**src/rtl/rcc_pkg.sv**
```systemverilog
package rcc_pkg;
  localparam int NWAYS = 4;

  typedef enum logic [1:0] {ASSOC4 = 2'd0, ASSOC2 = 2'd1, ASSOC1 = 2'd2} assocE;
  typedef enum logic [1:0] {LINE16 = 2'd0, LINE32 = 2'd1, LINE64 = 2'd2} lineE;

  typedef struct packed {
    logic       predEn;
    logic [3:0] wayOn;
    lineE       lineSz;
    assocE      assoc;
  } cfgT;

  localparam int CFG_W = $bits(cfgT);

  typedef struct packed {
    logic capture;
    logic hitLoad;
    logic fillWr;
    logic finish;
  } ctlT;
endpackage

```
**src/rtl/rcc_datapath.sv**
```systemverilog
module rcc_datapath
  import rcc_pkg::*;
#(
  parameter int ADDR_W = 14,
  parameter int DATA_W = 32,
  parameter int SET_W  = 2,
  parameter int WORD_W = 2
) (
  input  logic              clk,
  input  logic              rstN,
  input  ctlT               ctl,
  input  logic [ADDR_W-1:0] cpuAddr,
  input  logic [CFG_W-1:0]  cfgIn,
  input  logic [DATA_W-1:0] memData,
  output logic [ADDR_W-1:0] memAddr,
  output logic              fullHit,
  output logic              predHit,
  output logic              predEn,
  output logic              refLast,
  output logic [DATA_W-1:0] rspData,
  output logic [NWAYS-1:0]  hitWays,
  output logic [NWAYS-1:0]  fillWays,
  output logic [NWAYS-1:0]  wayOn
);
  localparam int LINE_W = ADDR_W - WORD_W;
  localparam int SETS   = 1 << SET_W;
  localparam int WORDS  = 1 << WORD_W;
  localparam int CNT_W  = WORD_W + 2;

  logic [ADDR_W-1:0] reqQ;
  cfgT               cfgQ;
  logic [CNT_W-1:0]  cntQ;
  logic [SETS-1:0]   validQ [NWAYS];
  logic [LINE_W-1:0] tagQ   [NWAYS][SETS];
  logic [DATA_W-1:0] dataQ  [NWAYS][SETS][WORDS];
  logic [1:0]        mruQ   [SETS];
  logic [1:0]        rrQ    [SETS];

  logic [LINE_W-1:0] lineAddr, groupBase, fillLine;
  logic [WORD_W-1:0] wordIdx, fillWord;
  logic [SET_W-1:0]  setIdx, fillSet;
  logic [1:0]        wsel, grpMask, hitIdx, victim, scanWay;
  logic [NWAYS-1:0]  cand;
  logic [DATA_W-1:0] hitData;
  logic              allocOk, found;

  assign lineAddr = reqQ[ADDR_W-1:WORD_W];
  assign wordIdx  = reqQ[WORD_W-1:0];
  assign setIdx   = lineAddr[SET_W-1:0];
  assign wsel     = lineAddr[SET_W+1:SET_W];
  assign predEn   = cfgQ.predEn;
  assign wayOn    = cfgQ.wayOn;

  always_comb begin
    unique case (cfgQ.assoc)
      ASSOC4:  cand = 4'b1111;
      ASSOC2:  cand = wsel[0] ? 4'b1100 : 4'b0011;
      default: cand = 4'b0001 << wsel;
    endcase
    cand    = cand & cfgQ.wayOn;
    allocOk = |cand;
  end

  for (genvar w = 0; w < NWAYS; w++) begin : g_cmp
    assign hitWays[w] = cand[w] && validQ[w][setIdx] && (tagQ[w][setIdx] == lineAddr);
  end

  always_comb begin
    hitData = '0;
    hitIdx  = '0;
    for (int w = NWAYS - 1; w >= 0; w--) begin
      if (hitWays[w]) begin
        hitData = dataQ[w][setIdx][wordIdx];
        hitIdx  = 2'(w);
      end
    end
    fullHit = |hitWays;
    predHit = hitWays[mruQ[setIdx]];
  end

  always_comb begin
    victim  = rrQ[setIdx];
    found   = 1'b0;
    scanWay = '0;
    for (int i = 0; i < NWAYS; i++) begin
      scanWay = rrQ[setIdx] + 2'(i);
      if (!found && cand[scanWay]) begin
        victim = scanWay;
        found  = 1'b1;
      end
    end
  end

  always_comb begin
    unique case (cfgQ.lineSz)
      LINE16:  grpMask = 2'b00;
      LINE32:  grpMask = 2'b01;
      default: grpMask = 2'b11;
    endcase
    groupBase = lineAddr & ~{{(LINE_W-2){1'b0}}, grpMask};
    fillLine  = groupBase | {{(LINE_W-2){1'b0}}, cntQ[CNT_W-1:WORD_W]};
    fillWord  = cntQ[WORD_W-1:0];
    fillSet   = fillLine[SET_W-1:0];
    memAddr   = {fillLine, fillWord};
    refLast   = (cntQ[CNT_W-1:WORD_W] == grpMask) && (&fillWord);
    fillWays  = (ctl.fillWr && allocOk) ? (4'b0001 << victim) : '0;
  end

  always_ff @(posedge clk or negedge rstN) begin
    if (!rstN) begin
      reqQ <= '0;
      cfgQ <= '0;
      cntQ <= '0;
      for (int w = 0; w < NWAYS; w++) validQ[w] <= '0;
      for (int s = 0; s < SETS; s++) begin
        mruQ[s] <= '0;
        rrQ[s]  <= '0;
      end
    end else begin
      if (ctl.capture) begin
        reqQ <= cpuAddr;
        cfgQ <= cfgT'(cfgIn);
        cntQ <= '0;
      end
      if (ctl.fillWr) begin
        cntQ <= cntQ + 1'b1;
        if (allocOk && (&fillWord)) validQ[victim][fillSet] <= 1'b1;
      end
      if (ctl.hitLoad) mruQ[setIdx] <= hitIdx;
      if (ctl.finish && allocOk) begin
        mruQ[setIdx] <= victim;
        rrQ[setIdx]  <= victim + 2'd1;
      end
    end
  end

  always_ff @(posedge clk) begin
    if (ctl.fillWr && allocOk) begin
      dataQ[victim][fillSet][fillWord] <= memData;
      if (&fillWord) tagQ[victim][fillSet] <= fillLine;
    end
    if (ctl.hitLoad) rspData <= hitData;
    else if (ctl.fillWr && (memAddr == reqQ)) rspData <= memData;
  end
endmodule

```
**src/rtl/rcc_control.sv**
```systemverilog
module rcc_control
  import rcc_pkg::*;
(
  input  logic clk,
  input  logic rstN,
  input  logic cpuValid,
  input  logic memAck,
  input  logic fullHit,
  input  logic predHit,
  input  logic predEn,
  input  logic refLast,
  output logic cpuReady,
  output logic memReq,
  output logic rspValid,
  output logic rspHit,
  output ctlT  ctl
);
  typedef enum logic [1:0] {S_IDLE, S_LOOK, S_PROBE, S_FILL} stateE;
  stateE st, nxt;

  always_comb begin
    ctl      = '0;
    nxt      = st;
    cpuReady = (st == S_IDLE);
    memReq   = (st == S_FILL);
    unique case (st)
      S_IDLE: if (cpuValid) begin
        ctl.capture = 1'b1;
        nxt = S_LOOK;
      end
      S_LOOK: begin
        if (predEn ? predHit : fullHit) begin
          ctl.hitLoad = 1'b1;
          nxt = S_IDLE;
        end else begin
          nxt = predEn ? S_PROBE : S_FILL;
        end
      end
      S_PROBE: begin
        if (fullHit) begin
          ctl.hitLoad = 1'b1;
          nxt = S_IDLE;
        end else begin
          nxt = S_FILL;
        end
      end
      default: if (memAck) begin
        ctl.fillWr = 1'b1;
        if (refLast) begin
          ctl.finish = 1'b1;
          nxt = S_IDLE;
        end
      end
    endcase
  end

  always_ff @(posedge clk or negedge rstN) begin
    if (!rstN) begin
      st       <= S_IDLE;
      rspValid <= 1'b0;
      rspHit   <= 1'b0;
    end else begin
      st       <= nxt;
      rspValid <= ctl.hitLoad || ctl.finish;
      rspHit   <= ctl.hitLoad;
    end
  end
endmodule

```
**src/rtl/reconfig_cache.sv**
```systemverilog
module reconfig_cache
  import rcc_pkg::*;
#(
  parameter int ADDR_W = 14,
  parameter int DATA_W = 32,
  parameter int SET_W  = 2,
  parameter int WORD_W = 2
) (
  input  logic              clk,
  input  logic              rstN,
  input  logic              cpuValid,
  input  logic [ADDR_W-1:0] cpuAddr,
  input  logic [CFG_W-1:0]  cfgIn,
  output logic              cpuReady,
  output logic              rspValid,
  output logic              rspHit,
  output logic [DATA_W-1:0] rspData,
  output logic              memReq,
  output logic [ADDR_W-1:0] memAddr,
  input  logic              memAck,
  input  logic [DATA_W-1:0] memData
);
  ctlT              ctl;
  logic             fullHit, predHit, predEn, refLast;
  logic [NWAYS-1:0] hitWays, fillWays, wayOn;

  rcc_control u_ctl (
    .clk, .rstN, .cpuValid, .memAck, .fullHit, .predHit, .predEn, .refLast,
    .cpuReady, .memReq, .rspValid, .rspHit, .ctl
  );

  rcc_datapath #(.ADDR_W(ADDR_W), .DATA_W(DATA_W), .SET_W(SET_W), .WORD_W(WORD_W)) u_dp (
    .clk, .rstN, .ctl, .cpuAddr, .cfgIn, .memData, .memAddr, .fullHit, .predHit,
    .predEn, .refLast, .rspData, .hitWays, .fillWays, .wayOn
  );
endmodule

```
**config.mk**
```make
export PLATFORM = sky130hd
export DESIGN_NAME = reconfig_cache
export DESIGN_NICKNAME = d
export VERILOG_FILES = /design/src/rtl/rcc_pkg.sv /design/src/rtl/rcc_datapath.sv /design/src/rtl/rcc_control.sv /design/src/rtl/reconfig_cache.sv
export SDC_FILE = /design/constraint.sdc
export NUM_CORES = 2
export LEC_CHECK = 0
export ABC_AREA = 1
export CORE_ASPECT_RATIO = 2
export CORE_MARGIN = 2
export CORE_UTILIZATION = 39
export DETAILED_ROUTE_END_ITERATION = 7
export PLACE_DENSITY_LB_ADDON = 0.05
export SYNTH_ARGS = -nofsm -noshare
export SYNTH_HDL_FRONTEND = slang
export SYNTH_SLANG_ARGS = --single-unit
```
**constraint.sdc**
```tcl
create_clock -name clk -period 6.95 [get_ports clk]
set_input_delay 1.39 -clock clk [delete_from_list [all_inputs] [get_ports clk]]
set_output_delay 1.39 -clock clk [all_outputs]
set_load 0.1 [all_outputs]
```
=== Word level (Yosys, flattened, before mapping) ===
Memories as Yosys holds them, arrays and structs flattened.
Index checks and enable logic that the tools add are counted.

* Bits in registers: 95
* Memory bits (writable): 2,240
* Input port bits: 59
* Output and inout port bits: 50
* Logic and storage cells: 226
* Memories kept: 2

* Add/sub/neg operators: 5
* Magnitude comparators: 17
* Equality and inequality tests: 12
* Shifts and indexed selects: 1
* Muxes and demuxes: 119
* Bitwise logic cells: 10
* Reduce and logical (&&, ||, !) cells: 38

{| class="wikitable"
|+ Memory list
! memory !! words !! width !! read ports !! clocked after memory_dff !! wr ports !! line !! source
|-
| u_dp.dataQ || 4 || 512 || 4 || 0 || 1 || rcc_datapath.sv:35 || <nowiki>logic [DATA_W-1:0] dataQ [NWAYS][SETS][WORDS];</nowiki>
|-
| u_dp.tagQ || 4 || 48 || 4 || 0 || 1 || rcc_datapath.sv:34 || <nowiki>logic [LINE_W-1:0] tagQ [NWAYS][SETS];</nowiki>
|}

{| class="wikitable"
|+ Operators with widths
! kind !! number
|-
| 128-bit 2-to-1 mux || 9
|-
| 128-bit binary-select mux with 2-bit select || 4
|-
| 512-bit 2-to-1 mux || 1
|-
| 32-bit 2-to-1 mux || 15
|-
| 32-bit binary-select mux with 2-bit select || 4
|-
| 128-bit demux with 2-bit select || 1
|-
| 12-bit 2-to-1 mux || 9
|-
| 12-bit binary-select mux with 2-bit select || 4
|-
| 32-bit demux with 2-bit select || 1
|-
| 12-bit == test || 4
|-
| 48-bit 2-to-1 mux || 1
|-
| 2-bit 2-to-1 mux || 19
|-
| 8-bit bitwise mux || 3
|-
| 12-bit demux with 2-bit select || 1
|-
| 1-bit 2-to-1 mux || 23
|-
| 1-bit logical AND || 21
|-
| 2-bit by 3-bit < comparator with 1-bit output (second input constant) || 7
|-
| 1-bit binary-select mux with 2-bit select || 9
|-
| 4-bit 2-to-1 mux || 4
|-
| 8-bit 2-to-1 mux || 2
|-
| 16-bit OR || 1
|-
| 3-bit greater-or-equal comparator (second input constant) || 5
|-
| 2-bit NOT with 3-bit output || 5
|-
| 14-bit == test || 1
|-
| other kinds (31) || 48
|}

=== Depth between registers and ports, before layout ===
* Depth in word-level cells: 22
* Mapped depth: 23
* Gate-level depth less buffers: 21

=== By module ===
Synthesis repeated with hierarchy kept, for this count alone.

* Cell total of the unflattened synthesis: 7,198
* Area total of the unflattened synthesis: 92,404.9 µm²

{| class="wikitable"
|+ By module, submodules not included
! module !! times used !! cells an instance !! area each (µm²) !! seq. area each (µm²)
|-
| rcc_datapath || 1 || 7,146 || 92,059.5 || 69,701.8
|-
| rcc_control || 1 || 52 || 345.3 || 100.1
|}

=== Worst setup path before layout ===
No wires, ideal clock.

* Path type: reg-to-reg
* Start point: register u_dp.reqQ[3]
* End point: register u_dp.rspData[0], enable pin
* Setup time: 0.511 ns
* Data arrival time: 6.251 ns
* Data required time: 6.439 ns
* Path slack: 0.189 ns
* Stages on the path, launching flop included: 7
* Buffers on the path: 2
* Clock period less this slack: 6.761 ns
* Cell sequence: dfrtp_1 > buf_4 > inv_4 > buf_2 > o21ai_1 > xor2_1 > o41ai_1

* Elaborated cells on any way between the ends: 48
* Classes of those cells: 5 x eq/ne; 29 x mux; 3 x bitwise; 11 x reduce/logical

{| class="wikitable"
|+ RTL lines
! what !! line !! source
|-
| start: declaration || rcc_datapath.sv:30 || <nowiki>logic [ADDR_W-1:0] reqQ;</nowiki>
|-
| start signal: assignment || rcc_datapath.sv:121 || <nowiki>reqQ <= cpuAddr;</nowiki>
|-
| 12-bit bitwise AND || rcc_datapath.sv:100 || <nowiki>groupBase = lineAddr & ~{{(LINE_W-2){1'b0}}, grpMask};</nowiki>
|-
| 12-bit by 2-bit OR with 12-bit output || rcc_datapath.sv:101 || <nowiki>fillLine = groupBase | {{(LINE_W-2){1'b0}}, cntQ[CNT_W-1:WORD_W]};</nowiki>
|-
| via memAddr[3] || reconfig_cache.sv:19 || <nowiki>output logic [ADDR_W-1:0] memAddr,</nowiki>
|-
| 14-bit == test || rcc_datapath.sv:143 || <nowiki>else if (ctl.fillWr && (memAddr == reqQ)) rspData <= memData;</nowiki>
|-
| 1-bit logical AND || rcc_datapath.sv:143 ||
|-
| 2-bit nonzero test (no line) || - ||
|-
| end signal: assignment || rcc_datapath.sv:142 || <nowiki>if (ctl.hitLoad) rspData <= hitData;</nowiki>
|-
| end signal: assignment || rcc_datapath.sv:143 ||
|-
| end: declaration || rcc_datapath.sv:20 || <nowiki>output logic [DATA_W-1:0] rspData,</nowiki>
|}

The timed path passes the listed nets, and every way through them passes these cells. The select of a mux whose other input is x is not followed.
A chain may end at the register's enable or synchronous reset.

=== Final worst setup path ===
* Start point: register u_dp.reqQ[2]
* End point: output memAddr[2]

* Cells in the longest elaborated chain, start to end: 2

{| class="wikitable"
|+ RTL lines
! what !! line
|-
| 12-bit bitwise AND || rcc_datapath.sv:100
|-
| 12-bit by 2-bit OR with 12-bit output || rcc_datapath.sv:101
|-
| end: declaration || reconfig_cache.sv:19
|}

Every way passes these cells.

==> flow_summary.toml <==
[grt]
grt_pass1_wl_um = 420000
overflow = 0
grt_pass1_vias = 55200
grt_max_degree = 138
antenna_found_initial = 6
grt.total_usage_pct = 25.1

[clock_tree]
cts.sinks = 2335
cts_resized = 0
cts.path.max_buffers = 4
cts_htree_levels = 4
cts_buffers = 213
ctsHoldBuffers = 0
root_buffer = "clkbuf_16"
cts_tree = "yes"
clk_pin_slew_ns = 0.07
insertion_delay_ns = 0.86
cts_setup_buffers = 0

[sta]
rsz0062_at_grt = "no"
hold_viol_final = 0
max-slew-margin-rel_pct = 15.5
max_freq_ghz = 0.195
fin_crit_sh_pct = 73.8
min_period_ns = 5.13
tightest_slew_ns = 1.26
slew_viol_final = 0
clock_skew_ns = 0.0507
setup_viol = 0
worst_slack_ns = 1.82
setup_tns_ns = 0

[critical_path]
cpPeakStageDelay_ns = 1.20
path_buf_inv = 3
critPathLaunch = "u_dp.reqQ[2]"
worstPathRequired_ns = 5.56
crit_chain = "inv_4, o21ai_2, buf_4, clkdlybuf4s50_1"
critPathCaptureType = "output port"
startpoint_type = "flip-flop"
worst-r2r-setup-slack_ns = 1.95
criticalPathCategory = "flip-flop to output port"
r2r-start = "u_dp.reqQ[2]"
cp_slowest_cell = "clkdlybuf4s50_1"
worst-path-max-fanout = 33
cp_top_family = "buffers and inverters"
worstPathArrival_ns = 3.74

[routing]
num_vias = 54500
ant_nets = 0
drc_errors = 0
drt-pass1-iter-count = 6
vias_per_cell = 5.73
wl_per_cell_um = 31.3
drt-initial-drc-count = 4432
wl_um = 298000

[synth]
yosys.cell_types.count = 59
dominantRegCellSynth = "edfxtp_1"
netlist.area_leader.share_pct = 75.9
postSynthAreaPerCell_um2 = 14.5
synth_edf_count = 2272
yosys-top-cells-area = "edfxtp_1 (76%), a22oi_1 (4.9%), nand2_1 (4.7%)"
synth.ff_latch_count = 2335
synth_top_cell_by_area = "edfxtp_1"
async_flop_share_pct = 2.70
yosys_warnings = 0
syn-instance-count = 6208
syn-num-nets = 6280
syn-cell-area_um2 = 89900
ys_seq_area_share_pct = 77.7

[die]
die_h_um = 683
core_um2 = 230000
die_w_um = 343
rows = 249
start_util_pct = 39.1
die_area_um2 = 235000
io_pins = 109

[run]
cap_viol_max_count = 0

[placed_design]
gp_congestion = 0.895
dp_cells = 9130
numPortBuffers = 108
place_hpwl_um = 176000
place_ws_ns = 1.93

[cells_and_area]
syn2layout_area_growth_pct = 13.2
layout_commonest_cell = "edfxtp_1"
post_route_cells_drive_above_1_share_pct = 10.3
layout_common_cells = "edfxtp_1 (2,272), nand2_1 (1,118), a22oi_1 (586)"
final_net_count = 6405
instances_no_fill = 9515

[power_and_ir_drop]
p_int_mw = 25.2
pwr-share-clk_pct = 28.7
seqPwrFrac_pct = 40.1
combinationalPowerShare_pct = 31.2
switching_power_mw = 14.9
swShare_pct = 37.1
p_per_area_nw_per_um2 = 394
peakVddDrop_mv = 0.376
leakagePower_nw = 33.2

[run_status]
status = "finished, final reports clean"

[hold_path]
hold_path.startpoint = "u_dp.cntQ[3]"
hp-class = "flip-flop to flip-flop"
-- Yosys cell counts (62+ instances only) --
master	number
o22ai_1	259
dfrtp_1	63
o21ai_0	199
nand2_1	1119
nor2_1	257
buf_1	62
inv_1	102
buf_2	120
nand3_1	433
edfxtp_1	2272
nand4_1	99
clkbuf_1	172
a21oi_1	100
a22oi_1	586
-- area by class of cell --
cell class,instances,area [um2]
Fill cell,20600,128000
Clock buffer,264,5600
Timing Repair Buffer,304,2750
Sequential cell,2335,69800
Inverter,115,462
Antenna cell,4,10.0
Multi-Input combinational cell,3364,18400
Clock inverter,117,981
Tap cell,3012,3770
-- power groups by stage --
| stage | clock (mW) | sequential, mW | combinational, mW |
|---|---|---|---|
| after detailed placement | 0 | 16.4 | 12.6 |
| final | 11.5 | 16.1 | 12.5 |
| after floorplan | 0 | 16.4 | 7.36 |
| after global routing | 12.2 | 16.1 | 13.5 |
| after CTS | 11.8 | 16.1 | 12.7 |
| after global placement | 0 | 16.4 | 12.7 |
-- final timing paths --
| kind | cells after the start | endpoint |
|---|---|---|
| max reg2reg | 15 | u_dp.dataQ[2][470] |
| min | 1 | u_dp.cntQ[3] |
| max | 4 | memAddr[2] |
| min reg2reg | 1 | u_dp.cntQ[3] |
| min in group asynchronous | 1 | u_dp.reqQ[12] |
| max in group asynchronous | 1 | u_dp.reqQ[2] |
-- per-layer routing --
metal / vias to the layer above / GRT usage (%) / wire length (um)
met1: 28500 / 29.5 / 113000
met2: 1545 / 47.4 / 163000
met5: - / 0 / 0
met4: 0 / 8.18 / 10000
met3: 438 / 2.29 / 11600
li1: 24000 / - / -
-- through the flow --
stage	power, mW	util (%)	hold slack, ns	instance area, um2
after floorplan	23.8	-	0.417	89900
after global placement	29.0	41.4	0.440	95200
after detailed placement	29.0	41.4	0.442	95200
after CTS	40.5	44.3	0.451	102000
after global routing	41.8	44.3	0.488	102000
final	40.1	44.3	0.445	102000
-- sequential cells by signal, summed over array words and instances (netlist names), named ones only --
register        cells
u_dp.rrQ            8
u_dp.wayOn          4
u_dp.reqQ          14
u_dp.cntQ           4
u_dp.dataQ       2048
u_ctl.st            2
u_dp.rspData       32
u_ctl.rspValid      1
u_dp.tagQ         192
u_ctl.rspHit        1
u_dp.predEn         1
u_dp.cfgQ           4
u_dp.mruQ           4
u_dp.validQ        16
-- worst reg2reg max path: stages, from the launching register on --
cell and delay (ns):
dfrtp_4 0.81, nand2_8 0.25, o2111ai_2 0.58, o21ai_0 0.25, o21ai_1 0.28, nand3_1 0.15, nand2_1 0.10, nand2_1 0.06
nand3_1 0.15, nand2_1 0.14, inv_1 0.10, ha_1 0.15, clkinv_1 0.33, buf_4 0.40, nor2_4 0.61, buf_4 0.35
-- cells by family (layout without fill, tap and decap cells) --
family                   Yosys count  count (layout)  synth area share (%)
buffers and inverters            509             800                  2.53
adder cells (fa/ha/maj)           13              13                 0.181
AND/OR/NAND/NOR                 2012            2012                  9.61
flip-flops                      2335            2335                  77.7
multiplexers                       1               1                0.0125
XOR/XNOR                           4               4                0.0473
AO/OA/AOI/OAI                   1334            1334                  9.97
other                              0               4                     0
(Power assumes the default switching activity.)
